### config.mk
export PLATFORM = sky130hd
export DESIGN_NAME = iflag_ctrl
export DESIGN_NICKNAME = d
export VERILOG_FILES = /design/src/rtl/iflag_pkg.sv /design/src/rtl/iflag_decode.sv /design/src/rtl/iflag_priv.sv /design/src/rtl/iflag_state.sv /design/src/rtl/iflag_gate.sv /design/src/rtl/iflag_ctrl.sv
export SDC_FILE = /design/constraint.sdc
export NUM_CORES = 1
export LEC_CHECK = 0
export BUFFER_PORTS_ARGS = -buffer_cell sky130_fd_sc_hd__buf_2
export CAP_MARGIN = 20
export CORE_AREA = 2 2 39 41
export DETAILED_ROUTE_END_ITERATION = 16
export DIE_AREA = 0 0 41 43
export GPL_TIMING_DRIVEN = 0
export PLACE_DENSITY = 0.78
export SYNTH_ARGS = -nofsm -noshare
export SYNTH_HDL_FRONTEND = slang
export SYNTH_SLANG_ARGS = --single-unit
### constraint.sdc
create_clock -name clk -period 1.7 [get_ports clk]
set_input_delay 0.085 -clock clk [delete_from_list [all_inputs] [get_ports clk]]
set_output_delay 0.085 -clock clk [all_outputs]
set_load 0.03 [all_outputs]
### src/rtl/iflag_pkg.sv
package iflag_pkg;

  // Kind of instruction seen at retire
  typedef enum logic [1:0] {
    IOP_NONE = 2'd0,
    IOP_SET  = 2'd1,
    IOP_CLR  = 2'd2
  } iop_e;

  // Execution mode resolved from the two mode bits
  typedef enum logic [1:0] {
    MODE_REAL = 2'd0,
    MODE_PROT = 2'd1,
    MODE_V86  = 2'd2
  } mode_e;

  // The protection-enable bit dominates: with it low the v86 bit is ignored.
  function automatic mode_e mode_of(input logic pe, input logic vm);
    mode_e m;
    if (!pe)     m = MODE_REAL;
    else if (vm) m = MODE_V86;
    else         m = MODE_PROT;
    return m;
  endfunction

  // Decision table for flag writes; levels are passed widened to int.
  function automatic logic level_ok(input mode_e m, input int cpl,
                                    input int iopl, input int pl_max);
    logic ok;
    case (m)
      MODE_REAL: ok = 1'b1;
      MODE_PROT: ok = (cpl <= iopl);
      MODE_V86:  ok = (iopl == pl_max);
      default:   ok = 1'b0;
    endcase
    return ok;
  endfunction

endpackage

### src/rtl/iflag_decode.sv
module iflag_decode
  import iflag_pkg::*;
#(
  parameter int OPC_W = 8,
  parameter logic [OPC_W-1:0] SET_OPC = 8'hFB,
  parameter logic [OPC_W-1:0] CLR_OPC = 8'hFA
) (
  input  logic             retire_vld,
  input  logic [OPC_W-1:0] retire_opc,
  output iop_e             op_kind
);

  always_comb begin
    op_kind = IOP_NONE;
    if (retire_vld) begin
      if (retire_opc == SET_OPC)      op_kind = IOP_SET;
      else if (retire_opc == CLR_OPC) op_kind = IOP_CLR;
    end
  end

endmodule

### src/rtl/iflag_priv.sv
module iflag_priv
  import iflag_pkg::*;
#(
  parameter int PL_W = 2
) (
  input  iop_e            op_kind,
  input  logic            prot_en,
  input  logic            v86_en,
  input  logic [PL_W-1:0] cur_pl,
  input  logic [PL_W-1:0] io_pl,
  output logic            op_allow,
  output logic            op_fault
);

  localparam int PL_MAX = (1 << PL_W) - 1;

  mode_e mode_w;
  logic  level_pass;

  assign mode_w     = mode_of(prot_en, v86_en);
  assign level_pass = level_ok(mode_w, int'(cur_pl), int'(io_pl), PL_MAX);

  // Only set and clear instructions are subject to the check.
  assign op_allow = (op_kind != IOP_NONE) &&  level_pass;
  assign op_fault = (op_kind != IOP_NONE) && !level_pass;

endmodule

### src/rtl/iflag_state.sv
module iflag_state
  import iflag_pkg::*;
(
  input  logic clk,
  input  logic rst,
  input  logic retire_vld,
  input  iop_e op_kind,
  input  logic op_allow,
  output logic flag_q,
  output logic shadow_q,
  output logic arm_ev,
  output logic shadow_end_ev
);

  logic flag_d;
  logic shadow_d;

  // Arming happens only on a 0 -> 1 transition of the flag.
  assign arm_ev        = op_allow && (op_kind == IOP_SET) && !flag_q;
  assign shadow_end_ev = shadow_q && retire_vld;

  always_comb begin
    flag_d = flag_q;
    if (op_allow) begin
      if (op_kind == IOP_SET)      flag_d = 1'b1;
      else if (op_kind == IOP_CLR) flag_d = 1'b0;
    end
  end

  always_comb begin
    shadow_d = shadow_q;
    if (arm_ev)          shadow_d = 1'b1;
    else if (retire_vld) shadow_d = 1'b0;
  end

  always_ff @(posedge clk) begin
    if (rst) begin
      flag_q   <= 1'b0;
      shadow_q <= 1'b0;
    end else begin
      flag_q   <= flag_d;
      shadow_q <= shadow_d;
    end
  end

endmodule

### src/rtl/iflag_gate.sv
module iflag_gate (
  input  logic flag_q,
  input  logic shadow_q,
  input  logic ext_irq_req,
  input  logic nmi_req,
  input  logic exc_req,
  output logic ext_irq_take,
  output logic nmi_take,
  output logic exc_take
);

  // Only the maskable path depends on the flag and the shadow.
  assign ext_irq_take = ext_irq_req && flag_q && !shadow_q;
  assign nmi_take     = nmi_req;
  assign exc_take     = exc_req;

endmodule

### src/rtl/iflag_ctrl.sv
module iflag_ctrl
  import iflag_pkg::*;
#(
  parameter int OPC_W = 8,
  parameter int PL_W  = 2,
  parameter int ERR_W = 16,
  parameter logic [OPC_W-1:0] SET_OPC = 8'hFB,
  parameter logic [OPC_W-1:0] CLR_OPC = 8'hFA
) (
  input  logic             clk,
  input  logic             rst,
  input  logic             retire_vld,
  input  logic [OPC_W-1:0] retire_opc,
  input  logic             prot_en,
  input  logic             v86_en,
  input  logic [PL_W-1:0]  cur_pl,
  input  logic [PL_W-1:0]  io_pl,
  input  logic             ext_irq_req,
  input  logic             nmi_req,
  input  logic             exc_req,
  output logic             iflag_o,
  output logic             ext_irq_take,
  output logic             nmi_take,
  output logic             exc_take,
  output logic             gp_fault,
  output logic [ERR_W-1:0] gp_err_code
);

  // Named internal events, brought out for the checker
  iop_e op_kind_w;
  logic op_allow_w;
  logic op_fault_w;
  logic flag_w;
  logic shadow_w;
  logic arm_ev_w;
  logic shadow_end_w;

  iflag_decode #(
    .OPC_W   (OPC_W),
    .SET_OPC (SET_OPC),
    .CLR_OPC (CLR_OPC)
  ) u_decode (
    .retire_vld (retire_vld),
    .retire_opc (retire_opc),
    .op_kind    (op_kind_w)
  );

  iflag_priv #(
    .PL_W (PL_W)
  ) u_priv (
    .op_kind  (op_kind_w),
    .prot_en  (prot_en),
    .v86_en   (v86_en),
    .cur_pl   (cur_pl),
    .io_pl    (io_pl),
    .op_allow (op_allow_w),
    .op_fault (op_fault_w)
  );

  iflag_state u_state (
    .clk           (clk),
    .rst           (rst),
    .retire_vld    (retire_vld),
    .op_kind       (op_kind_w),
    .op_allow      (op_allow_w),
    .flag_q        (flag_w),
    .shadow_q      (shadow_w),
    .arm_ev        (arm_ev_w),
    .shadow_end_ev (shadow_end_w)
  );

  iflag_gate u_gate (
    .flag_q       (flag_w),
    .shadow_q     (shadow_w),
    .ext_irq_req  (ext_irq_req),
    .nmi_req      (nmi_req),
    .exc_req      (exc_req),
    .ext_irq_take (ext_irq_take),
    .nmi_take     (nmi_take),
    .exc_take     (exc_take)
  );

  assign iflag_o     = flag_w;
  assign gp_fault    = op_fault_w;
  assign gp_err_code = '0;

endmodule

==> impl_results.rst, run 1 <==
.. list-table::
   :header-rows: 1

   * - Metric
     - Value
   * - Run status
     - completed
   * - Multi-input logic area
     - ~270 sq um
   * - Clock input transition at the sequential cells of the worst setup and hold paths
     - around 0.030 ns
   * - Root Buffer Master
     - clkbuf_4
   * - Cell with the biggest individual delay on the critical path
     - or3_1
   * - Max Root-Sink Buffers
     - 2
   * - Core occupancy in the finished layout
     - 0.439
   * - Synthesis-stage register bit count
     - 2
   * - Part of the power in the clock network
     - 0.372
   * - Count of buffers inserted at the top-level ports
     - 22
   * - Async SR Flop Fraction
     - 0
   * - Final Wtd Congestion
     - around 0.59
   * - Hold Violations, Final
     - 0
   * - Total GRT Usage
     - 0.0941
   * - # nets final
     - 114
   * - Number of warning messages in the yosys log
     - 0
   * - Average via count per standard cell
     - roughly 3.8
   * - Switching power
     - ~0.11 mW
   * - Clk sink count
     - 2
   * - Proportion of layout cells with a drive suffix above 1
     - 0.528
   * - Slowest Stage Delay on Critical Path
     - roughly 0.37 ns
   * - Highest net fanout along the worst path
     - 2
   * - Post-CTS Hold Buffers
     - 0
   * - Die X-Extent
     - roughly 41 um
   * - Die Ht
     - 43 um
   * - Int Pwr
     - 0.178 mW
   * - Cell-by-cell listing of the critical path
     - buf_2, nand4b_1, or3_1, ha_1, and3b_1, buf_2
   * - Number of max-slew violations in the final report
     - 0
   * - Maximum clock skew at final layout
     - roughly 0.0019 ns
   * - Commonest non-fill, non-tap cell in the layout
     - buf_2
   * - Via count of the first global-routing pass
     - 321
   * - Sequential standard cell area
     - ~40 sq um
   * - Post-layout instance count excluding filler cells
     - ~110
   * - CTS tree
     - yes
   * - DRC violation total after the first TritonRoute iteration
     - 0
   * - Buffers inserted during post-CTS setup optimization
     - 0
   * - LEAKAGE
     - between 0.3 and 0.4 nW
   * - Part of the power in combinational logic
     - 0.462
   * - Wirelength, routed
     - slightly below 800 um
   * - DRC violation count after routing
     - 0
   * - Total overflow reported by the global router
     - 0
   * - Unique masters post-synth
     - 21
   * - Std-Cell Core Area
     - around 1400 sq um
   * - Dpl cells
     - slightly above 100
   * - Max capacitance violation total
     - 0
   * - Worst setup path class
     - primary input to output port
   * - Area of all placed cells without fillers
     - 608 sq um
   * - Initial antenna violation count
     - 0
   * - Router iterations before antenna repair
     - 1
   * - Highest-count cells in the layout ignoring fill and taps
     - buf_2 (22), buf_4 (18), conb_1 (16), nand2_1 (4)
   * - # fillers
     - 140
   * - Period utilisation layout
     - 0.830
   * - Remaining antenna violation count
     - 0
   * - Row Count
     - 14
   * - Layout overhead on the synthesized area
     - 52.4%
   * - Clock latency on the worst-skew pair
     - about 0.22 ns
   * - Power density normalized to cell area
     - 469 nW/um^2
   * - Part of the total power dissipated in sequential elements
     - 0.166
   * - Final setup TNS
     - 0 ns
   * - Setup-failing EPs final
     - 0
   * - Pin count of the biggest net entering global routing
     - 5
   * - Required @ worst endpoint
     - between 1.5 and 2 ns
   * - Launching element type of the critical path
     - primary input
   * - Worst hold slack
     - ~0.11 ns
   * - Dpl cell area
     - slightly below 600 sq um
   * - FF-to-FF setup slack
     - 0.77 ns
   * - Die area
     - roughly 1800 sq um
   * - Number of cells upsized or downsized after cts
     - 0
   * - Post-synthesis instance area
     - 399 sq um
   * - EDFF count, synth
     - 0
   * - Post-synthesis average cell area
     - roughly 8.1 sq um
   * - Worst-case vdd ir drop
     - between 0.0001 and 0.00015 V
   * - H-tree depth
     - 1
   * - Data arrival at the endpoint of the critical path
     - around 1.3 ns
   * - Critical path's most frequent cell
     - buf_2
   * - Crit path time final
     - approximately 1.4 ns
   * - Count of pins on the block boundary
     - 41
   * - Number of buffers created by CTS
     - 3
   * - Setup crit end kind
     - output port
   * - Type of the worst min-delay path
     - primary input to register
   * - Sw frac
     - 0.377
   * - Highest achievable clock rate
     - 0.708 GHz
   * - Setup repair after global routing missed its margin
     - no
   * - Average wire length per cell after detail routing
     - 7.42 um
   * - Fraction of the yosys area taken by sequential cells
     - 0.100
   * - Cells after Synth
     - 49
   * - Wire length of the first global-routing pass
     - roughly 1.1 mm
   * - Vias
     - ~400
   * - ANT cells
     - 0
   * - Initial standard-cell utilization of the core
     - 0.288
   * - Most used DFF post-synth
     - dfxtp_1
   * - HPWL after detailed placement
     - 704 um
## logic make-up after synthesis
| logic type | count (synthesis) | synth area share |
|---|---|---|
| adders and majority gates | 3 | 0.0941 |
| and+or+nand+nor | 15 | 0.257 |
| AOI/OAI and AO/OA | 6 | 0.147 |
| buffers and inverters | 21 | 0.367 |
| other | 1 | 0.00940 |
| DFF | 2 | 0.100 |
| muxes | 1 | 0.0251 |
## metal layers
layer / wire length [um] / track usage / vias to the layer above / share of wire
met4: 0 / 0.0800 / 0 / 0
met2: 371 / 0.156 / 28 / 0.48
met5: 0 / 0 / - / 0
li1: - / - / 215 / -
met3: 111 / 0 / 0 / 0.14
met1: 296 / 0.102 / 161 / 0.38
## synthesized netlist by cell type, types with 2 or more instances
library cell | count | area share
buf_4 | 18 | 0.34
nand2_1 | 4 | 0.038
ha_1 | 3 | 0.094
inv_1 | 3 | 0.028
dfxtp_1 | 2 | 0.10
nand2b_1 | 2 | 0.031
nor2_1 | 2 | 0.019
o31ai_1 | 2 | 0.038
## worst max-delay path: cells and delay by family
family	cells	cell delay, ns
AND/OR/NAND/NOR	3	0.76
adder cells (fa/ha/maj)	1	0.20
buffers and inverters	2	0.28
## flip-flops by register name (all words and copies together), names as in the netlist
| register | cells |
|---|---|
| u_state.flag_q | 1 |
| u_state.shadow_q | 1 |
## per-stage QoR
step                worst slack, ns  power [mW]
global route                  0.232       0.301
global placement              0.144       0.176
CTS                           0.282       0.292
floorplan                     0.334       0.149
finish                        0.288       0.285
detailed placement            0.101       0.179
## cell type report
cell class | instances | area share
buffer | 18 | 0.222
clock buffer | 3 | 0.0370
inverter | 3 | 0.0185
multi-input combinational | 41 | 0.442
sequential | 2 | 0.0658
tap | 16 | 0.0329
timing repair buffer | 22 | 0.181
## power by group through the flow
stage / Sequential [mW] / Combinational (mW) / Clock, mW
2_1_floorplan: 0.0479 / 0.101 / 0
3_3_place_gp: 0.0479 / 0.128 / 0
3_5_place_dp: 0.0479 / 0.131 / 0
4_1_cts: 0.0473 / 0.131 / 0.113
5_1_grt: 0.0473 / 0.143 / 0.111
6_report: 0.0473 / 0.132 / 0.106
## path summary, 6_finish.rpt
path | start | to | depth (start not counted)
setup / recovery | retire_opc[2] | gp_fault | 6
hold / removal | rst | u_state.shadow_q | 2
setup reg to reg | u_state.shadow_q | u_state.shadow_q | 2
hold reg to reg | u_state.flag_q | u_state.shadow_q | 1
(Power assumes the default switching activity.)
==> run 2: changes to the inputs <==
clock period = 1.31 ns   (was 1.7 ns; I/O delays follow)
==> impl_results.rst, run 2 (synthesis results as in run 1) <==
.. list-table::
   :header-rows: 1

   * - Metric
     - Value
   * - Run status
     - finished, violations left
   * - Violations in the final reports
     - negative setup slack
   * - Buffers inserted during post-CTS setup optimization
     - 0
   * - Proportion of layout cells with a drive suffix above 1
     - 0.551
   * - Highest net fanout along the worst path
     - 2
   * - Part of the power in combinational logic
     - 0.468
   * - Wirelength, routed
     - roughly 750 um
   * - Part of the total power dissipated in sequential elements
     - 0.166
   * - FF-to-FF path depth
     - 2
   * - Crit. Startpoint
     - retire_opc[2]
   * - Multi-input logic area
     - roughly 280 sq um
   * - Maximum clock skew at final layout
     - between 0.0007 and 0.0008 ns
   * - Max capacitance violation total
     - 0
   * - Initial standard-cell utilization of the core
     - 0.288
   * - Average via count per standard cell
     - between 3 and 4
   * - Launching element type of the critical path
     - primary input
   * - Type of the worst min-delay path
     - primary input to register
   * - # nets final
     - about 110
   * - Switching power
     - between 0.1 and 0.15 mW
   * - Endpoint of the most critical register-to-register path
     - u_state.shadow_q
   * - Worst setup path class
     - primary input to output port
   * - Router iterations before antenna repair
     - 4
   * - Clk sink count
     - 2
   * - Power consumption
     - ~0.37 mW
   * - Area of all placed cells without fillers
     - roughly 630 sq um
   * - Row Count
     - 14
   * - Highest achievable clock rate
     - about 0.76 GHz
   * - Std-Cell Core Area
     - roughly 1400 sq um
   * - Final setup margin
     - -0.0104 ns
   * - Worst-case vdd ir drop
     - around 0.00018 V
   * - Capture point of the worst path
     - gp_fault
   * - Required @ worst endpoint
     - roughly 1.2 ns
   * - Die Ht
     - about 43 um
   * - Cell with the biggest individual delay on the critical path
     - or3_1
   * - Largest registers ranked by flip-flop count
     - u_state.flag_q (1), u_state.shadow_q (1)
   * - Count of buffers inserted at the top-level ports
     - 22
   * - Total overflow reported by the global router
     - 0
   * - Clock latency on the worst-skew pair
     - between 0.2 and 0.25 ns
   * - Setup repair after global routing missed its margin
     - yes
   * - Pin count of the biggest net entering global routing
     - 5
   * - Average wire length per cell after detail routing
     - ~7 um
   * - Highest-count cells in the layout ignoring fill and taps
     - buf_2 (20), buf_4 (18), conb_1 (16), nand2_1 (4)
   * - Slowest Stage Delay on Critical Path
     - around 0.37 ns
   * - Int Pwr
     - 0.232 mW
   * - Period utilisation layout
     - 1.01
   * - Number of max-slew violations in the final report
     - 0
   * - Root Buffer Master
     - clkbuf_4
   * - Reg-to-Reg Start
     - u_state.shadow_q
   * - Total GRT Usage
     - 0.0901
   * - Final Wtd Congestion
     - about 0.62
   * - # fillers
     - about 150
   * - Part of the power in the clock network
     - 0.366
   * - Pre-CTS WS
     - -0.196 ns
   * - HPWL after detailed placement
     - 680 um
   * - Sequential standard cell area
     - approximately 40 sq um
   * - DRC violation total after the first TritonRoute iteration
     - 4
   * - Via count of the first global-routing pass
     - between 300 and 400
   * - Crit path time final
     - 1.32 ns
   * - Die X-Extent
     - 41 um
   * - Layout overhead on the synthesized area
     - 57.7%
   * - Setup-failing EPs final
     - 1
   * - Clock input transition at the sequential cells of the worst setup and hold paths
     - 0.03 ns
   * - Critical path's most frequent cell
     - buf_6
   * - CTS tree
     - yes
   * - Data arrival at the endpoint of the critical path
     - 1.25 ns
   * - Sw frac
     - 0.374
   * - Max Root-Sink Buffers
     - 2
   * - DRC violation count after routing
     - 0
   * - Setup crit end kind
     - output port
   * - Dpl cell area
     - between 500 and 600 sq um
   * - Power density normalized to cell area
     - 589 nW/um^2
   * - FF-to-FF setup slack
     - just under 0.4 ns
   * - Number of buffers created by CTS
     - 3
   * - Remaining antenna violation count
     - 0
   * - Initial antenna violation count
     - 0
   * - Die area
     - ~1800 sq um
   * - ANT cells
     - 0
   * - Cell-by-cell listing of the critical path
     - buf_6, nand4b_1, or3_1, ha_2, and3b_1, buf_6
   * - Hold Violations, Final
     - 0
   * - Wire length of the first global-routing pass
     - approximately 1.1 mm
   * - H-tree depth
     - 1
   * - LEAKAGE
     - about 0.36 nW
   * - Count of pins on the block boundary
     - 41
   * - Commonest non-fill, non-tap cell in the layout
     - buf_2
   * - Vias
     - roughly 400
   * - Core occupancy in the finished layout
     - 0.455
run 2: routing by layer:
metal  part of all wire  vias up  track usage
li1                   -      214            -
met1               0.37      159       0.0987
met2               0.47       26        0.147
met3               0.15        0            0
met4                  0        0       0.0800
met5                  0        -            0
run 2: final cells by class:
| cell class | instances | share of cell area |
|---|---|---|
| Timing Repair Buffer | 22 | 0.195 |
| Tap cell | 16 | 0.0318 |
| Multi-Input combinational cell | 41 | 0.441 |
| Inverter | 3 | 0.0179 |
| Sequential cell | 2 | 0.0636 |
| Clock buffer | 3 | 0.0358 |
| Buffer | 18 | 0.215 |
run 2: repair_timing:
item | 4_1_cts | 5_1_grt
gates resized for setup | 3 | 0
pin swaps | 1 | 0
setup endpoints to repair | 1 | 1
hold endpoints to repair | 0 | 0
hold buffers | 0 | 0
run 2: per-stage QoR:
step | hold WS, ns | TNS, ns | cells
6_report | 0.0682 | -0.0104 | 105
5_1_grt | 0.0759 | -0.0394 | 105
4_1_cts | 0.0622 | -0.0219 | 105
3_5_place_dp | 0.300 | -0.451 | 102
3_3_place_gp | 0.298 | -0.434 | 102
2_1_floorplan | 0.165 | -0.0170 | 64
run 2: worst min path at each step:
| stage | start | endpoint | cells past startpoint |
|---|---|---|---|
| 2_1_floorplan | rst | u_state.shadow_q | 1 |
| 3_3_place_gp | rst | u_state.shadow_q | 2 |
| 3_5_place_dp | rst | u_state.shadow_q | 2 |
| 4_1_cts | rst | u_state.shadow_q | 2 |
| 5_1_grt | rst | u_state.shadow_q | 2 |
| 6_report | rst | u_state.shadow_q | 2 |
run 2: power groups by stage:
stage	clock, mW	sequential (mW)	combinational (mW)
6_report	0.136	0.0614	0.174
5_1_grt	0.146	0.0613	0.190
4_1_cts	0.145	0.0614	0.173
3_5_place_dp	0	0.0622	0.171
3_3_place_gp	0	0.0622	0.167
2_1_floorplan	0	0.0622	0.131
run 2: worst max-delay path: cells and delay by family:
| kind | cells | cell delay (ns) |
|---|---|---|
| buffers and inverters | 2 | 0.21 |
| adders and majority gates | 1 | 0.19 |
| and+or+nand+nor | 3 | 0.78 |
